--- src/rtl/des_pkg.sv ---
package des_pkg;

  localparam int unsigned BLK_W  = 64;
  localparam int unsigned HALF_W = BLK_W / 2;
  localparam int unsigned CD_W   = 56;
  localparam int unsigned HCD_W  = CD_W / 2;
  localparam int unsigned SK_W   = 48;
  localparam int unsigned WIN_W  = 2 * BLK_W;
  localparam int unsigned PAD_W  = BLK_W - CD_W;
  localparam int unsigned RND_W  = 4;
  localparam int unsigned N_BOX  = 8;
  localparam int unsigned BOX_IN = SK_W / N_BOX;
  localparam int unsigned BOX_OUT = HALF_W / N_BOX;

  // Initial permutation, entries are 1-based source bit numbers (bit 1 = MSB)
  localparam logic [7:0] IP_T [BLK_W] = '{
    58, 50, 42, 34, 26, 18, 10, 2,  60, 52, 44, 36, 28, 20, 12, 4,
    62, 54, 46, 38, 30, 22, 14, 6,  64, 56, 48, 40, 32, 24, 16, 8,
    57, 49, 41, 33, 25, 17,  9, 1,  59, 51, 43, 35, 27, 19, 11, 3,
    61, 53, 45, 37, 29, 21, 13, 5,  63, 55, 47, 39, 31, 23, 15, 7};

  localparam logic [7:0] P_T [HALF_W] = '{
    16,  7, 20, 21, 29, 12, 28, 17,  1, 15, 23, 26,  5, 18, 31, 10,
     2,  8, 24, 14, 32, 27,  3,  9, 19, 13, 30,  6, 22, 11,  4, 25};

  localparam logic [7:0] PC1_T [CD_W] = '{
    57, 49, 41, 33, 25, 17,  9,  1, 58, 50, 42, 34, 26, 18,
    10,  2, 59, 51, 43, 35, 27, 19, 11,  3, 60, 52, 44, 36,
    63, 55, 47, 39, 31, 23, 15,  7, 62, 54, 46, 38, 30, 22,
    14,  6, 61, 53, 45, 37, 29, 21, 13,  5, 28, 20, 12,  4};

  localparam logic [7:0] PC2_T [SK_W] = '{
    14, 17, 11, 24,  1,  5,  3, 28, 15,  6, 21, 10,
    23, 19, 12,  4, 26,  8, 16,  7, 27, 20, 13,  2,
    41, 52, 31, 37, 47, 55, 30, 40, 51, 45, 33, 48,
    44, 49, 39, 56, 34, 53, 46, 42, 50, 36, 29, 32};

  // Substitution boxes: one 64-bit word per row, column 0 in the top nibble.
  // Index = box*4 + row.
  localparam logic [63:0] SBOX_ROWS [4*N_BOX] = '{
    64'hE4D12FB83A6C5907, 64'h0F74E2D1A6CB9538, 64'h41E8D62BFC973A50, 64'hFC8249175B3EA06D,
    64'hF18E6B34972DC05A, 64'h3D47F28EC01A69B5, 64'h0E7BA4D158C6932F, 64'hD8A13F42B67C05E9,
    64'hA09E63F51DC7B428, 64'hD709346A285ECBF1, 64'hD6498F30B12C5AE7, 64'h1AD069874FE3B52C,
    64'h7DE3069A1285BC4F, 64'hD8B56F03472C1AE9, 64'hA690CB7DF13E5284, 64'h3F06A1D8945BC72E,
    64'h2C417AB6853FD0E9, 64'hEB2C47D150FA3986, 64'h421BAD78F9C5630E, 64'hB8C71E2D6F09A453,
    64'hC1AF92680D34E75B, 64'hAF427C9561DE0B38, 64'h9EF528C3704A1DB6, 64'h432C95FABE17608D,
    64'h4B2EF08D3C975A61, 64'hD0B7491AE35C2F86, 64'h14BDC37EAF680592, 64'h6BD814A7950FE23C,
    64'hD2846FB1A93E50C7, 64'h1FD8A374C56B0E92, 64'h7B419CE206ADF358, 64'h21E74A8DFC90356B};

  function automatic logic [BLK_W-1:0] ip_perm(input logic [BLK_W-1:0] x);
    logic [BLK_W-1:0] y;
    for (int i = 0; i < BLK_W; i++) y[BLK_W-1-i] = x[BLK_W-int'(IP_T[i])];
    return y;
  endfunction

  // Final permutation is the inverse of the initial one
  function automatic logic [BLK_W-1:0] fp_perm(input logic [BLK_W-1:0] x);
    logic [BLK_W-1:0] y;
    for (int i = 0; i < BLK_W; i++) y[BLK_W-int'(IP_T[i])] = x[BLK_W-1-i];
    return y;
  endfunction

  // Expansion: group g takes source bits 4g..4g+5 (1-based, wrapping)
  function automatic logic [SK_W-1:0] expand(input logic [HALF_W-1:0] x);
    logic [SK_W-1:0] y;
    for (int i = 0; i < SK_W; i++) begin
      int src;
      src = 4 * (i / 6) + (i % 6);
      if (src == 0) src = HALF_W;
      if (src > HALF_W) src = 1;
      y[SK_W-1-i] = x[HALF_W-src];
    end
    return y;
  endfunction

  function automatic logic [HALF_W-1:0] p_perm(input logic [HALF_W-1:0] x);
    logic [HALF_W-1:0] y;
    for (int i = 0; i < HALF_W; i++) y[HALF_W-1-i] = x[HALF_W-int'(P_T[i])];
    return y;
  endfunction

  function automatic logic [CD_W-1:0] pc1_sel(input logic [BLK_W-1:0] x);
    logic [CD_W-1:0] y;
    for (int i = 0; i < CD_W; i++) y[CD_W-1-i] = x[BLK_W-int'(PC1_T[i])];
    return y;
  endfunction

  function automatic logic [SK_W-1:0] pc2_sel(input logic [CD_W-1:0] x);
    logic [SK_W-1:0] y;
    for (int i = 0; i < SK_W; i++) y[SK_W-1-i] = x[CD_W-int'(PC2_T[i])];
    return y;
  endfunction

endpackage

--- src/rtl/des_sbox.sv ---
module des_sbox
  import des_pkg::*;
#(
  parameter int unsigned BOX = 0
) (
  input  logic [BOX_IN-1:0]  six,
  output logic [BOX_OUT-1:0] four
);

  localparam int unsigned BASE = BOX * 4;

  logic [1:0]  row;
  logic [3:0]  col;
  logic [63:0] row_word;

  always_comb begin
    row      = {six[5], six[0]};
    col      = six[4:1];
    row_word = SBOX_ROWS[BASE + int'(row)];
    four     = row_word[{~col, 2'b00} +: 4];
  end

endmodule

--- src/rtl/des_feistel.sv ---
module des_feistel
  import des_pkg::*;
(
  input  logic [HALF_W-1:0] half_in,
  input  logic [SK_W-1:0]   subkey,
  output logic [HALF_W-1:0] f_out
);

  logic [SK_W-1:0]   mixed;
  logic [HALF_W-1:0] subst;

  always_comb mixed = expand(half_in) ^ subkey;

  for (genvar b = 0; b < N_BOX; b++) begin : g_box
    des_sbox #(.BOX(b)) u_box (
      .six  (mixed[SK_W-1-BOX_IN*b -: BOX_IN]),
      .four (subst[HALF_W-1-BOX_OUT*b -: BOX_OUT])
    );
  end

  always_comb f_out = p_perm(subst);

endmodule

--- src/rtl/des_keysched.sv ---
module des_keysched
  import des_pkg::*;
(
  input  logic             clk,
  input  logic             rst,
  input  logic             issue,
  input  logic             decrypt,
  input  logic [RND_W-1:0] round,
  input  logic [BLK_W-1:0] key_word,
  output logic [CD_W-1:0]  cd_next,
  output logic [SK_W-1:0]  subkey
);

  logic [CD_W-1:0]  cd_cur;
  logic [HCD_W-1:0] c_cur, d_cur, c_nxt, d_nxt;
  logic [1:0]       amt;
  logic             single;

  function automatic logic [HCD_W-1:0] rot(input logic [HCD_W-1:0] x,
                                          input logic [1:0] n, input logic right);
    logic [HCD_W-1:0] y;
    case ({right, n})
      3'b001:  y = {x[HCD_W-2:0], x[HCD_W-1]};
      3'b010:  y = {x[HCD_W-3:0], x[HCD_W-1 -: 2]};
      3'b101:  y = {x[0], x[HCD_W-1:1]};
      3'b110:  y = {x[1:0], x[HCD_W-1:2]};
      default: y = x;
    endcase
    return y;
  endfunction

  always_comb begin
    cd_cur = (round == '0) ? pc1_sel(key_word) : key_word[BLK_W-1 -: CD_W];
    c_cur  = cd_cur[CD_W-1 -: HCD_W];
    d_cur  = cd_cur[HCD_W-1:0];
    single = (round == 4'd0) || (round == 4'd1) || (round == 4'd8) || (round == 4'd15);
    if (decrypt && round == '0) amt = 2'd0;
    else if (single)            amt = 2'd1;
    else                        amt = 2'd2;
    c_nxt   = rot(c_cur, amt, decrypt);
    d_nxt   = rot(d_cur, amt, decrypt);
    cd_next = {c_nxt, d_nxt};
    subkey  = pc2_sel(cd_next);
  end

  // rotation only moves key bits, never creates or drops them
  p_rot_keeps_bits_r6: assert property (@(posedge clk) disable iff (rst)
    issue |-> ($countones(cd_next) == $countones(cd_cur)));

  // decryption starts from the unrotated post-selection key
  p_dec_first_no_shift_r7: assert property (@(posedge clk) disable iff (rst)
    (issue && decrypt && round == '0) |-> (cd_next == cd_cur));

endmodule

--- src/rtl/des_round_unit.sv ---
module des_round_unit
  import des_pkg::*;
(
  input  logic             clk,
  input  logic             rst,
  input  logic             issue,
  input  logic             decrypt,
  input  logic [RND_W-1:0] round,
  input  logic [WIN_W-1:0] win_rd,
  output logic             wb_valid,
  output logic [WIN_W-1:0] wb_win
);

  logic [BLK_W-1:0]  din, kin, lr, blk_next, chk_ip;
  logic [HALF_W-1:0] l_cur, r_cur, f_val, mix;
  logic [CD_W-1:0]   cd_next;
  logic [SK_W-1:0]   subkey;
  logic              last;

  always_comb begin
    din   = win_rd[BLK_W-1:0];
    kin   = win_rd[WIN_W-1:BLK_W];
    last  = (round == '1);
    lr    = (round == '0) ? ip_perm(din) : din;
    l_cur = lr[BLK_W-1:HALF_W];
    r_cur = lr[HALF_W-1:0];
  end

  des_keysched u_keys (
    .clk      (clk),
    .rst      (rst),
    .issue    (issue),
    .decrypt  (decrypt),
    .round    (round),
    .key_word (kin),
    .cd_next  (cd_next),
    .subkey   (subkey)
  );

  des_feistel u_f (
    .half_in (r_cur),
    .subkey  (subkey),
    .f_out   (f_val)
  );

  always_comb begin
    mix      = l_cur ^ f_val;
    blk_next = last ? fp_perm({mix, r_cur}) : {r_cur, mix};
  end

  always_ff @(posedge clk) begin
    if (rst) begin
      wb_valid <= 1'b0;
      wb_win   <= '0;
    end else begin
      wb_valid <= issue;
      if (issue) wb_win <= {cd_next, {PAD_W{1'b0}}, blk_next};
    end
  end

  always_comb chk_ip = ip_perm(wb_win[BLK_W-1:0]);

  // one-cycle write-back strobe
  p_valid_follows_issue_r1: assert property (@(posedge clk) disable iff (rst)
    issue |=> wb_valid);

  // idle cycles leave the write-back untouched
  p_idle_hold_r9: assert property (@(posedge clk) disable iff (rst)
    !issue |=> (!wb_valid && $stable(wb_win)));

  // middle rounds move the right half into the left slot
  p_swap_mid_r4: assert property (@(posedge clk) disable iff (rst)
    (issue && !last) |=> (wb_win[BLK_W-1:HALF_W] == $past(r_cur)));

  // last round keeps the right half in place beneath the final permutation
  p_no_swap_last_r5: assert property (@(posedge clk) disable iff (rst)
    (issue && last) |=> (chk_ip[HALF_W-1:0] == $past(r_cur)));

endmodule

--- config.mk ---
export PLATFORM = sky130hd
export DESIGN_NAME = des_round_unit
export DESIGN_NICKNAME = d
export VERILOG_FILES = /design/src/rtl/des_pkg.sv /design/src/rtl/des_sbox.sv /design/src/rtl/des_feistel.sv /design/src/rtl/des_keysched.sv /design/src/rtl/des_round_unit.sv
export SDC_FILE = /design/constraint.sdc
export NUM_CORES = 1
export LEC_CHECK = 0
export ABC_CLOCK_PERIOD_IN_PS = 6050
export BUFFER_PORTS_ARGS = -buffer_cell sky130_fd_sc_hd__buf_2
export CAP_MARGIN = 25
export CELL_PAD_IN_SITES_DETAIL_PLACEMENT = 0
export CELL_PAD_IN_SITES_GLOBAL_PLACEMENT = 1
export CORE_ASPECT_RATIO = 0.6
export CORE_MARGIN = 5
export CORE_UTILIZATION = 42
export DETAILED_ROUTE_END_ITERATION = 8
export PLACE_DENSITY_LB_ADDON = 0.1
export SLEW_MARGIN = 40
export SYNTH_ARGS = -nofsm -noshare
export SYNTH_HDL_FRONTEND = slang
export SYNTH_SLANG_ARGS = --single-unit
--- constraint.sdc ---
create_clock -name clk -period 6.05 [get_ports clk]
set_input_delay 0.9075 -clock clk [delete_from_list [all_inputs] [get_ports clk]]
set_output_delay 0.9075 -clock clk [all_outputs]
set_load 0.05 [all_outputs]
==> out/results.txt <==
Dpl hpwl: 52800 um
Core Box Area: 33800 um^2
Simple-gate portion of the synthesized area: 20.2%
TritonCTS buffer count: 17
DR vias: 17.3k
Endpoint with the worst hold slack: wb_win[9]$_SDFFE_PP0P_
Count of routing violations after the opening detailed-route iteration: 2293
Max H-tree Level: 4
Sinks on Clock Net: 121
Register bit total from synthesis: 121
Commonest cells after routing, fill and taps aside: sky130_fd_sc_hd__buf_2 (253), sky130_fd_sc_hd__nor2_1 (226), sky130_fd_sc_hd__nand2_1 (171)
Power density relative to cell area: 296 nW/um^2
Weighted congestion reported at the end of routability-driven placement: 1.03
Critical path endpoint category: flip-flop
Hold buffer count at CTS: 0
Slowest Stage Delay on Critical Path: 0.87 ns
Critical Path, Cell by Cell: buf_2, or4_4, mux2_2, a222oi_1, nand3_1, and2_1, ha_1, xnor3_1, xnor2_1, a211oi_1, a211oi_1, buf_4, xnor2_1, nor2_1, nor4_1
Endpoint of the worst-slack reg-to-reg timing path: wb_win[26]$_SDFFE_PP0P_
Top flip-flop cell by instance count after synthesis: sky130_fd_sc_hd__dfxtp_1
Arrival time at the worst endpoint: 5.72 ns
Final period utilization: 88.3%
Multiplexer share of the synthesized area: 13.1%
Critical path class: in2reg
Area overhead of the layout relative to synthesis: 19.4%
Total instance count after detailed placement: 2612
Cell with the largest stage delay on the worst path: sky130_fd_sc_hd__or4_4
Hold slack final: 0.464 ns
DRT antenna net count: 0
I/O pins: 265
Antenna violations before repair: 0
Placement-stage worst setup slack: 0.306 ns
Final core area utilization: 51.0%
Leakage power figure: 7.29 nW
Actual transition at the worst max-transition pin: 0.870 ns
Minimum setup slack among reg-to-reg paths: 5.16 ns
Post-route worst setup slack: 0.707 ns
Detailed-route wire length: 67500 um
Origin of the critical flop-to-flop path: wb_win[26]$_SDFFE_PP0P_
Setup TNS Final: 0 ns
Remaining global-route overflow: 0
Post-synth top area share: 16.8%
Largest buffer count on any clock path: 2
Commonest non-fill, non-tap cell in the layout: sky130_fd_sc_hd__buf_2
Number of resized instances in the post-cts repair step: 0
Total Die Area: 38300 um^2
Proportion of synthesized chip area in sequential cells: 16.8%
Worst endpoint required time: 6.43 ns
Final non-filler cell total: 2645
Synth warn: 0
Count of buffers inserted at the top-level ports: 255
Initial cell density of the core: 42.7%
CTS tree: yes
Post-synthesis adder-cell area fraction: 3.90%
Final net count: 2353
Syn avg cell area: 7.51 um^2
Number of buffers added for setup after CTS: 0
Number of search-and-repair iterations in the first detailed-routing pass: 7
Final count of pins violating max slew: 0
Upper clock frequency limit: 187 MHz
Run status: finished, final reports clean
Startpoint of the worst hold path: wb_win[9]$_SDFFE_PP0P_
Worst hold path class: reg2reg
Clock Skews: 0 ns
Async set-reset flop share out of synthesis: 0%
XOR/XNOR share of the synthesized area: 6.92%
Vias per cell: 6.52
EDFF count, synth: 0
Largest net degree at the start of global routing: 63
Clock Latency Late Sink: 0.45 ns
Cell types with the largest area share after synthesis: sky130_fd_sc_hd__dfxtp_1 (17%), sky130_fd_sc_hd__mux2i_1 (8.9%), sky130_fd_sc_hd__nor2_1 (6.0%)
Relative max-transition margin: 41.9%
Global-route total usage across every layer: 33.2%
Via count of the first global-routing pass: 15.3k
Post-synthesis instance total: 1922
Hold violation total from the final report: 0
Hold Path Depth: 2
Compound-gate portion of the synthesized area: 32.3%
Worst setup startpoint: round[1]
Combinational family with the most area after synthesis: compound AO/OA/AOI/OAI gates
Fraction of layout instances using a drive strength above 1: 24.6%
Worst IR drop on VDD: 0.000226 V
Worst Reg2Reg Path Length in Cells: 2
Overall die height: 154 um
Width of the die: 249 um
Cell type contributing the most total cell area after synthesis: sky130_fd_sc_hd__dfxtp_1
# rows: 52
Category of the worst setup path launch point: primary input
Number of inserted filler cells in the final layout: 3336
WL/cell: 25.5 um
Final count of negative-setup-slack endpoints: 0
Count of maximum capacitance violations: 0
Post-detailed-route DRC marker count: 0
Clk Tree Root Cell: sky130_fd_sc_hd__clkbuf_16
Post-CTS clock slew at the launch and capture registers of the worst setup and hold paths: 0.07 ns
Wire length of the first global-routing pass: 99300 um
Highest net fanout along the worst path: 43
Synth unique cells: 92
Cell area after technology mapping: 14400 um^2
Setup repair after global routing missed its margin: false
Crit path time final: 5.34 ns
flip-flops by register name (all words and copies together), names as in the netlist:
register and cells:
wb_valid 1, wb_win 120
cell families after synthesis:
group	after synthesis
xor+xnor	98
fa+ha+maj	45
simple gates	645
mux	166
buf+inv	205
other cells	1
compound gates	641
flops	121
cell type report:
class	count	area, um^2	share of cell area (%)
inverters	46	175	1.02
flip-flops and latches	121	2420	14.0
repair buffers	383	2290	13.3
well taps	459	574	3.33
clock inverters	15	179	1.04
multi-input cells	1603	11200	64.8
clock buffers	17	425	2.47
diodes	1	2.50	0.0145
critical path, delay by kind of cell:
kind	cells	cell delay (ns)
AO/OA/AOI/OAI	3	0.90
XOR/XNOR	3	0.89
adder cells (fa/ha/maj)	1	0.52
buffers and inverters	2	0.35
multiplexers	1	0.38
AND/OR/NAND/NOR	5	1.76
routing by layer:
| layer | vias up | track usage [%] | wire, um |
|---|---|---|---|
| li1 | 7797 | - | - |
| met1 | 8260 | 48.1 | 29500 |
| met2 | 1099 | 45.6 | 27000 |
| met3 | 102 | 13.1 | 9230 |
| met4 | 0 | 8.77 | 1770 |
| met5 | - | 0 | 0 |
Yosys cell counts (18+ instances only):
cell type	number
sky130_fd_sc_hd__o211ai_1	26
sky130_fd_sc_hd__xnor2_1	47
sky130_fd_sc_hd__o22ai_1	85
sky130_fd_sc_hd__a311oi_1	18
sky130_fd_sc_hd__nor2_1	229
sky130_fd_sc_hd__buf_2	38
sky130_fd_sc_hd__ha_1	45
sky130_fd_sc_hd__o31ai_1	26
sky130_fd_sc_hd__inv_1	33
sky130_fd_sc_hd__dfxtp_1	121
sky130_fd_sc_hd__a211oi_1	41
sky130_fd_sc_hd__o21ai_0	71
sky130_fd_sc_hd__buf_4	21
sky130_fd_sc_hd__nand3_1	54
sky130_fd_sc_hd__a31oi_1	31
sky130_fd_sc_hd__clkbuf_1	81
sky130_fd_sc_hd__nor3_1	67
sky130_fd_sc_hd__a21oi_1	130
sky130_fd_sc_hd__mux2i_1	128
sky130_fd_sc_hd__nand2_1	171
sky130_fd_sc_hd__xor2_1	33
sky130_fd_sc_hd__or3_1	59
worst max-delay path by stage:
stage,endpoint,cells after the start
final,wb_win[18]$_SDFFE_PP0P_,15
after global routing,wb_win[18]$_SDFFE_PP0P_,19
after CTS,wb_win[18]$_SDFFE_PP0P_,15
after detailed placement,wb_win[18]$_SDFFE_PP0P_,15
after global placement,wb_win[40]$_SDFFE_PP0P_,13
after floorplan,wb_win[40]$_SDFFE_PP0P_,19
stage by stage:
step	instance area (um^2)	total power, mW
after global routing	17200	5.34
after CTS	17200	5.00
after floorplan	14500	2.98
final	17200	5.10
after detailed placement	16600	3.90
after global placement	16600	3.90
report_power, final:
group          switching (mW)  internal, mW  total, mW  leakage, nW
registers              0.0597         0.880      0.940        0.999
logic                    2.00          1.05       3.05         6.00
clock network           0.483         0.624       1.11        0.297
total                    2.54          2.56       5.10         7.29
(Power assumes the default switching activity.)
